File: config.mk
export PLATFORM = sky130hd
export DESIGN_NAME = acc_alu
export DESIGN_NICKNAME = d
export VERILOG_FILES = /design/src/rtl/acc_alu_pkg.sv /design/src/rtl/acc_alu_core.sv /design/src/rtl/acc_alu_rot.sv /design/src/rtl/acc_alu_flags.sv /design/src/rtl/acc_alu.sv
export SDC_FILE = /design/constraint.sdc
export NUM_CORES = 1
export LEC_CHECK = 0
export BUFFER_PORTS_ARGS = -buffer_cell sky130_fd_sc_hd__buf_2
export CAP_MARGIN = 20
export CORE_UTILIZATION = 47
export CTS_CLUSTER_SIZE = 12
export DETAILED_ROUTE_END_ITERATION = 8
export PLACE_DENSITY = 0.74
export SETUP_SLACK_MARGIN = 0.2
export SLEW_MARGIN = 5
export SYNTH_ARGS = -nofsm -noshare
export SYNTH_HDL_FRONTEND = slang
export SYNTH_HIERARCHICAL = 1
export SYNTH_SLANG_ARGS = --single-unit
File: constraint.sdc
create_clock -name clk -period 7.7 [get_ports clk]
set_clock_uncertainty 0.1 [all_clocks]
set_input_delay 1.54 -clock clk [delete_from_list [all_inputs] [get_ports clk]]
set_output_delay 1.54 -clock clk [all_outputs]
set_load 0.01 [all_outputs]
File: src/rtl/acc_alu_pkg.sv
// Package: function codes shared by the ALU, its checker and its bench.
// Assumes the 3-bit code is fixed; codes not listed behave as pass-accumulator.
package acc_alu_pkg;
    localparam int FN_W = 3;
    localparam logic [FN_W-1:0] FN_ADD      = 3'b000;
    localparam logic [FN_W-1:0] FN_SUB      = 3'b001;
    localparam logic [FN_W-1:0] FN_PASS_ACT = 3'b010;
    localparam logic [FN_W-1:0] FN_PASS_OPD = 3'b011;
    localparam logic [FN_W-1:0] FN_NOT_OPD  = 3'b100;
endpackage

File: src/rtl/acc_alu_core.sv
// Function unit: combinational result and carry source for the 3-bit code.
// Assumes the operand is already selected; carry out is 0 for non-arith codes.
module acc_alu_core
    import acc_alu_pkg::*;
#(
    parameter int DW = 8
) (
    input  logic [DW-1:0]   act,
    input  logic [DW-1:0]   opnd,
    input  logic [FN_W-1:0] func,
    output logic [DW-1:0]   res,
    output logic            cout
);
    logic [DW:0] sum_w;
    logic [DW:0] dif_w;

    assign sum_w = {1'b0, act} + {1'b0, opnd};
    assign dif_w = {1'b0, act} - {1'b0, opnd};

    // Purpose: pick the result and carry source from the function code.
    always_comb begin
        res  = act;
        cout = 1'b0;
        case (func)
            FN_ADD:      begin res = sum_w[DW-1:0]; cout = sum_w[DW]; end
            FN_SUB:      begin res = dif_w[DW-1:0]; cout = dif_w[DW]; end
            FN_PASS_ACT: res = act;
            FN_PASS_OPD: res = opnd;
            FN_NOT_OPD:  res = ~opnd;
            default:     res = act;
        endcase
    end
endmodule

File: src/rtl/acc_alu_rot.sv
// Rotate unit: rotates the accumulator right through the carry as one ring.
// Assumes the caller decides whether the rotate result is used.
module acc_alu_rot #(
    parameter int DW = 8
) (
    input  logic [DW-1:0] acc,
    input  logic          cin,
    output logic [DW-1:0] res,
    output logic          cout
);
    // Purpose: carry enters the top bit; the bottom bit leaves as carry.
    always_comb begin
        res  = {cin, acc[DW-1:1]};
        cout = acc[0];
    end
endmodule

File: src/rtl/acc_alu_flags.sv
// Flag store: carry and zero registers, each written on its own active-low strobe.
// Assumes synchronous active-low reset clearing both flags.
module acc_alu_flags (
    input  logic clk,
    input  logic rst_n,
    input  logic cy_we_n,
    input  logic z_we_n,
    input  logic cy_d,
    input  logic z_d,
    output logic cy_q,
    output logic z_q
);
    // Purpose: capture carry only on its strobe.
    always_ff @(posedge clk) begin
        if (!rst_n)        cy_q <= 1'b0;
        else if (!cy_we_n) cy_q <= cy_d;
    end

    // Purpose: capture zero only on its strobe.
    always_ff @(posedge clk) begin
        if (!rst_n)       z_q <= 1'b0;
        else if (!z_we_n) z_q <= z_d;
    end
endmodule

File: src/rtl/acc_alu.sv
// Top: operand select, function unit, rotate override, zero detect and flags.
// Assumes the bus driver and register writes live outside; result is combinational.
module acc_alu
    import acc_alu_pkg::*;
#(
    parameter int DW = 8
) (
    input  logic            clk,
    input  logic            rst_n,
    input  logic [DW-1:0]   act_i,
    input  logic [DW-1:0]   reg_i,
    input  logic [DW-1:0]   tmp_i,
    input  logic            opnd_sel_i,
    input  logic [FN_W-1:0] func_i,
    input  logic [DW-1:0]   acc_i,
    input  logic            rrc_i,
    input  logic            cy_we_n_i,
    input  logic            z_we_n_i,
    output logic [DW-1:0]   data_o,
    output logic            cy_o,
    output logic            z_o
);
    logic [DW-1:0] opnd_w;
    logic [DW-1:0] fn_res_w;
    logic          fn_cy_w;
    logic [DW-1:0] rot_res_w;
    logic          rot_cy_w;
    logic          cy_d_w;

    assign opnd_w = opnd_sel_i ? tmp_i : reg_i;

    acc_alu_core #(.DW(DW)) u_core (
        .act  (act_i),
        .opnd (opnd_w),
        .func (func_i),
        .res  (fn_res_w),
        .cout (fn_cy_w)
    );

    acc_alu_rot #(.DW(DW)) u_rot (
        .acc  (acc_i),
        .cin  (cy_o),
        .res  (rot_res_w),
        .cout (rot_cy_w)
    );

    // Purpose: the rotate overrides the function code on result and carry.
    always_comb begin
        data_o = rrc_i ? rot_res_w : fn_res_w;
        cy_d_w = rrc_i ? rot_cy_w  : fn_cy_w;
    end

    acc_alu_flags u_flags (
        .clk     (clk),
        .rst_n   (rst_n),
        .cy_we_n (cy_we_n_i),
        .z_we_n  (z_we_n_i),
        .cy_d    (cy_d_w),
        .z_d     (data_o == '0),
        .cy_q    (cy_o),
        .z_q     (z_o)
    );
endmodule

==> reports/qor.yml, run 1 <==
average_instance_area_after_synthesis_um2: 7.40
grt_antenna_before_repair: 0
seq_power_share_pct: 7.0
final_net_count: 296
syn-num-nets: 263
fp.dieArea_um2: 3440
synth_compound_gate_area_share_pct: 32.3
postLayoutCoreUtil_pct: 55.6
share_comb_of_total_power_pct: 78.8
worstSetupPathType: "primary input to primary output"
netlist_top_cells_area: "ha_1 (13%), mux2_2 (11%), a21oi_1 (5.6%), buf_4 (5.5%), inv_1 (4.7%)"
synth.yosys.warnings: 6
cts_root_buf: "clkbuf_4"
final_layout_size_suffix_gt1_share_pct: 33.2
report.final.setup_viol: 0
post_detailed_route_via_to_cell_ratio: 5.68
place.gp.congestion: 0.853
sw_frac_of_total_pct: 46.4
initial_core_utilization_pct: 49.5
drv.max_cap_violation_count: 0
synthSimpleGateAreaFrac_pct: 15.3
clk_pwr_share_pct: 14.2
areaGrowthSynthToFinish_pct: 12.3
netlist.area_leader.share_pct: 13.3
endpoint_kind: "primary output"
grt_max_degree: 24
crit_fanout: 8
clock_tree.buffer_depth: 2
htree_levels: 1
worst-slew-pin-transition_ns: 0.403
antenna_violating_nets_left: 0
period_minus_slack_ns: 5.69
rows: 20
internal_power_mw: 0.0855
syn-cell-area_um2: 1510
cts_resized: 0
cellLeakagePower_nw: 0.793
worst_hold_path_type: "flip-flop to flip-flop"
wl_per_cell_um: 13.1
met3_capacity_usage_during_global_routing_pct: 2.20
number_of_design_rule_violations_left_by_the_first_detailed_router_iteration: 75
cts.reportedPaths.clkPinSlew_ns: 0.03
insertion_delay_ns: 0.22
globalRouteMet2Util_pct: 38.1
design.core.area_um2: 3050
synthMuxAreaShare_pct: 16.6
floorplan.die.height_um: 58.7
post_synth_inst_count: 204
cts_sinks: 2
chipWidth_um: 58.7
io_buffers: 50
drt-pass1-iter-count: 4
critical_path.startpoint_type: "primary input"
finalCritPeriodShare_pct: 73.9
grt_first_pass_wirelength_um: 6170
grt_busiest_layer: "met2"
synthXorXnorAreaFrac_pct: 2.90
grt_util_met1_pct: 31.1
p_per_area_nw_per_um2: 93.9
cts_buffers: 3
achievable-frequency_ghz: 0.176
tritoncts_clock_tree: "done"
number_of_global_route_vias_before_repair: 1415
ys_ff_latch: 2
yosys.area.top_type: "ha_1"
antenna-diode-count: 0
max-slew-margin-rel_pct: 73.2
finalHoldViolCount: 0
synth_top_family_by_area: "compound AO/OA/AOI/OAI gates"
run_status: "completed"
seq_area_frac_synth_pct: 2.65
grt_setup_unrepaired: "false"
final.setup.tns_ns: 0
wirelength_um: 3660
cts_hold_repair.buffers: 0
worst_ir_drop_vdd_v: 0.0000312
grt.overflow.total: 0
drv_slew: 0
cp.required_ns: 6.06
groute.usage.overall_pct: 22.2
detail_route.drc_violations: 0
crit_arrival_ns: 4.05
synthDistinctLibCells: 52
number_of_top_level_pins: 51
p_switching_mw: 0.0739
dp_hpwl_um: 2930
num_vias: 1584
synthAdderAreaFrac_pct: 15.9
post-cts-setup-buffers: 0
-- cells in the mapped netlist (all sizes together) --
cell,number
o22a,1
o22ai,7
nor2b,5
mux2,18
nor3,3
o31ai,3
a21oi,17
o32ai,1
o211ai,4
dfxtp,2
ha,16
a22o,1
fa,2
o311a,1
a22oi,4
a21boi,1
xnor2,3
or3,1
clkbuf,2
nor3b,2
o311ai,2
o21ai,12
nor4,3
xor2,2
nor2,14
a32oi,1
a211oi,1
inv,20
a21o,2
nand2,9
buf,20
mux2i,4
o21a,4
o2bb2ai,3
nand3b,1
o41ai,1
nand2b,3
a31o,1
nand3,3
or2,1
a31oi,3
-- worst paths after layout --
check                     from     endpoint  slack (ns)  depth (start not counted)
setup / recovery    opnd_sel_i    data_o[6]        2.01                         11
setup reg to reg  u_flags/cy_q  u_flags/z_q        6.47                          5
hold / removal     u_flags/z_q  u_flags/z_q        0.41                          2
hold reg to reg    u_flags/z_q  u_flags/z_q        0.41                          2
-- cells by family after synthesis --
logic type / count (synthesis)
AOI/OAI and AO/OA: 70
xor gates and xnor gates: 5
adders and majority gates: 18
buffers and inverters: 42
DFF: 2
muxes: 22
and+or+nand+nor: 45
-- state kept, by name, indices dropped and copies added, names as in the netlist --
signal and count:
u_flags/cy_q 1, u_flags/z_q 1
-- per-layer routing --
| layer | share of wire, % | up-vias |
|---|---|---|
| met2 | 47 | 46 |
| met4 | 0.27 | 0 |
| met5 | 0 | - |
| li1 | - | 794 |
| met3 | 4.7 | 2 |
| met1 | 48 | 742 |
-- worst max-delay path, cell delays in order --
cell and delay, ns:
buf_2 0.21, mux2_2 0.40, ha_1 0.22, fa_1 0.41
a21o_1 0.19, a21oi_1 0.24, o311ai_2 0.14, xnor2_1 0.16
o2bb2ai_2 0.13, mux2_4 0.28, buf_2 0.14
-- stage by stage --
step           std cells  power, mW  area [um2]  hold WS (ns)  setup WS, ns
2_1_floorplan        204      0.109        1510         0.445          2.36
3_3_place_gp         276      0.135        1670         0.401          2.03
3_5_place_dp         276      0.135        1670         0.408          2.01
4_1_cts              279      0.160        1700         0.415          2.01
5_1_grt              279      0.176        1700         0.451          1.88
6_report             279      0.159        1700         0.409          2.01
-- area by class of cell --
| class | instances | area [um2] |
|---|---|---|
| Fill cell | 310 | 1360 |
| Multi-Input combinational cell | 160 | 1250 |
| Timing Repair Buffer | 50 | 250 |
| Inverter | 20 | 75.1 |
| Tap cell | 44 | 55.1 |
| Sequential cell | 2 | 40.0 |
| Clock buffer | 3 | 22.5 |
-- cell usage in the layout, fill, tap and decap left out, drive strengths merged, types with 4 or more instances in the layout --
cell type  Yosys  routed
ha            16      16
o211ai         4       4
a21oi         17      17
nor2          14      14
inv           20      20
nand2          9       9
mux2i          4       4
nor2b          5       5
mux2          18      18
a22oi          4       4
o21ai         12      12
buf           20      50
o21a           4       4
o22ai          7       7
-- power by group through the flow --
stage | sequential (mW) | clock [mW] | combinational [mW]
finish | 0.0111 | 0.0226 | 0.126
global route | 0.0112 | 0.0247 | 0.140
CTS | 0.0111 | 0.0235 | 0.125
detailed placement | 0.0113 | 0 | 0.124
global placement | 0.0113 | 0 | 0.124
floorplan | 0.0113 | 0 | 0.0975
(Power assumes the default switching activity.)
==> inputs of run 2 (changes only) <==
--- a/config.mk
+++ b/config.mk
@@ -5,12 +5,13 @@
 export SDC_FILE = /design/constraint.sdc
 export NUM_CORES = 1
 export LEC_CHECK = 0
+export ABC_AREA = 1
 export BUFFER_PORTS_ARGS = -buffer_cell sky130_fd_sc_hd__buf_2
 export CAP_MARGIN = 20
 export CORE_UTILIZATION = 47
 export CTS_CLUSTER_SIZE = 12
 export DETAILED_ROUTE_END_ITERATION = 8
-export PLACE_DENSITY = 0.74
+export PLACE_DENSITY = 0.75
 export SETUP_SLACK_MARGIN = 0.2
 export SLEW_MARGIN = 5
 export SYNTH_ARGS = -nofsm -noshare
==> constraint.sdc (replaced) <==
create_clock -name clk -period 5.4 [get_ports clk]
set_clock_uncertainty 0.1 [all_clocks]
set_input_delay 1.08 -clock clk [delete_from_list [all_inputs] [get_ports clk]]
set_output_delay 1.08 -clock clk [all_outputs]
set_load 0.01 [all_outputs]
==> reports/qor.yml, run 2 <==
run_status: "finished, violations left"
violations_in_the_final_reports: "DRC"
crit_arrival_ns: 3.16  # -0.89 ns
hold_depth: 4  # +2
cts.reportedPaths.clkPinSlew_ns: 0.03  # about the same
finalCritPeriodShare_pct: 80.4
p_per_area_nw_per_um2: 134  # +43%
yosys.area.top_type: "nand2_1"
drv.max_cap_violation_count: 0  # unchanged
floorplan.die.height_um: 57.9  # -1.3%
commonest_cells_in_the_synthesized_netlist: "nand2_1 (86), inv_1 (29), nand3_1 (24)"
average_instance_area_after_synthesis_um2: 5.74  # -22%
critical_path.startpoint_type: "primary input"
cellLeakagePower_nw: 0.979  # +23%
htree_levels: 1  # unchanged
synth.yosys.warnings: 6  # unchanged
netlist.area_leader.share_pct: 22.0  # +8.7 points
cp_slowest_stage_delay_ns: 0.40  # about the same
dp_hpwl_um: 3160  # +7.8%
cts_buffers: 3  # unchanged
postSynth.asyncResetShare_pct: 0  # unchanged
cp.required_ns: 4.22  # -1.84 ns
wirelength_um: 3810  # +4.2%
max-slew-margin-rel_pct: 59.9  # -13 points
final.setup.tns_ns: 0  # unchanged
cp_cell_instances: "buf_2 -> mux2_2 -> ha_1 -> fa_1 -> nand2_1 -> nand2_1 -> nand3b_1 -> nand2_1 -> nand2_1 -> nand3_1 -> nand4_1 -> nand2_2 -> nand2_2 -> buf_2"
antenna_violating_nets_left: 0  # unchanged
grt_setup_unrepaired: "false"
worst_ir_drop_vdd_v: 0.0000690  # +120%
num_vias: 1681  # +6.1%
number_of_design_rule_violations_left_by_the_first_detailed_router_iteration: 63  # -16%
seq_area_frac_synth_pct: 2.72  # +0.072 points
drt-pass1-iter-count: 7  # +3
layout.cells.most_common_list: "nand2_1 (86), buf_2 (50), inv_1 (29), nand3_1 (24), ha_1 (16)"
clock_tree.buffer_depth: 2  # unchanged
chipWidth_um: 57.9  # -1.3%
areaGrowthSynthToFinish_pct: 15.1
crit_buf_inv: 2  # unchanged
worst_hold_startpoint: "u_flags/z_q"
worstSetupPathType: "primary input to primary output"
wl_per_cell_um: 11.6  # -11%
netlist_top_cells_area: "nand2_1 (22%), ha_1 (14%), nand3_1 (8.2%), inv_1 (7.4%), mux2_2 (6.1%)"
number_of_top_level_pins: 51  # unchanged
syn-cell-area_um2: 1470  # -2.7%
initial_core_utilization_pct: 51.5  # +2.1 points
io_buffers: 50  # unchanged
fin_worst_hold_slack_ns: 0.426  # +0.0166 ns
drv_slew: 0  # unchanged
cts_hold_repair.buffers: 0  # unchanged
design.core.area_um2: 2850  # -6.6%
crit_path_max_delay_cell_type: "mux2_2"
reg_to_reg_start: "u_flags/cy_q"
worst-slew-pin-transition_ns: 0.598  # +0.196 ns
cts_sinks: 2  # unchanged
antenna-diode-count: 0  # unchanged
achievable-frequency_ghz: 0.230
endpoint_kind: "primary output"
postLayoutCoreUtil_pct: 59.3  # +3.8 points
post_detailed_route_via_to_cell_ratio: 5.13  # -9.7%
ff2ff_setup_slack_ns: 4.38  # -2.09 ns
timing.reg2reg.worst_path_depth: 7  # +2
cts_root_buf: "clkbuf_4"
crit_fanout: 8  # unchanged
detail_route.drc_violations: 4  # +4
synth_flop_cell: "dfxtp_1"
insertion_delay_ns: 0.23  # about the same
synth-edff-count: 0  # unchanged
startpoint: "opnd_sel_i"
dp_worst_setup_slack_ns: 1.07  # -0.934 ns
synthDistinctLibCells: 30  # -42%
place.gp.congestion: 0.882  # +3.4%
cts_resized: 0  # unchanged
path_delay_family: "simple AND/OR/NAND/NOR gates"
final_layout_size_suffix_gt1_share_pct: 31.3  # -1.9 points
post_synth_inst_count: 256  # +25%
final_net_count: 358  # +21%
final_critical_path_setup_slack_ns: 1.06  # -0.951 ns
synth.most_common_cell: "nand2_1"
syn-num-nets: 315  # +20%
rows: 19  # -5.0%
hold_path_end: "u_flags/z_q"
fp.dieArea_um2: 3360  # -2.6%
grt_first_pass_wirelength_um: 6000  # -2.7%
worst_r2r_endpoint: "u_flags/z_q"
tritoncts_clock_tree: "done"
finalHoldViolCount: 0  # unchanged
grt.overflow.total: 0  # unchanged
groute.usage.overall_pct: 22.9  # +0.63 points
period_minus_slack_ns: 4.34
post-cts-setup-buffers: 0  # unchanged
number_of_global_route_vias_before_repair: 1405  # -0.71%
largestRegisters: "u_flags/cy_q x1, u_flags/z_q x1"
grt_max_degree: 11  # -54%
report.final.setup_viol: 0  # unchanged
worst_hold_path_type: "flip-flop to flip-flop"
most_common_cell_after_layout_fill_and_taps_aside: "nand2_1"
cpMostUsedCell: "nand2_1"
grt_antenna_before_repair: 0  # unchanged
ys_ff_latch: 2  # unchanged
[run 2: changes by cell type after synthesis, sizes merged, moves of 5 or more]
cell   previous run  this run
nand2             9       101
nand3             3        24
inv              20        36
a21oi            17         7
mux2             18         8
nand4             0         9
buf              20        12
o22ai             7         0
nor2             14        19
nor2b             5         0
[run 2: kinds of logic after synthesis]
| logic type | after synthesis | synth area share, % |
|---|---|---|
| AOI/OAI and AO/OA | 18 | 7.58 |
| adders and majority gates | 18 | 16.3 |
| buffers and inverters | 49 | 16.0 |
| DFF | 2 | 2.72 |
| muxes | 8 | 6.13 |
| and+or+nand+nor | 161 | 51.2 |
[run 2: cell type report]
cell class	instances	area, um2
fill	291	1160
timing repair buffer	50	250
tap	31	38.8
multi-input combinational	205	1190
clock buffer	3	22.5
sequential	2	40.0
inverter	37	146
[run 2: power by group]
group	internal [mW]	total (mW)	switching, mW
combinational	0.0688	0.175	0.107
clock	0.0247	0.0351	0.0104
sequential	0.0158	0.0163	0.000518
[run 2: worst max path at each step]
stage	endpoint	slack, ns	cells after the start
after floorplan	data_o[6]	1.35	13
after global placement	data_o[6]	1.10	14
after detailed placement	data_o[6]	1.07	14
after CTS	data_o[6]	1.06	14
after global routing	data_o[6]	0.90	14
final	data_o[6]	1.06	14
[run 2: per-layer routing]
layer  global-route usage [%]  vias to the layer above  wire length [um]
met5                        0                        -                 0
met1                     31.7                      737              1860
met4                     2.04                        0                18
met2                     38.8                       47              1760
li1                         -                      895                 -
met3                     3.57                        2               182
[run 2: stage by stage]
stage	cells	power (mW)	cell area (um2)
after floorplan	256	0.146	1470
after global placement	325	0.189	1670
after detailed placement	325	0.191	1670
after CTS	328	0.228	1690
after global routing	328	0.252	1690
final	328	0.227	1690
[run 2: worst min-delay path, delay by kind of cell (launching register included)]
kind	cells	cell delay, ns
buf+inv	1	0.05
flops	1	0.30
simple gates	3	0.13
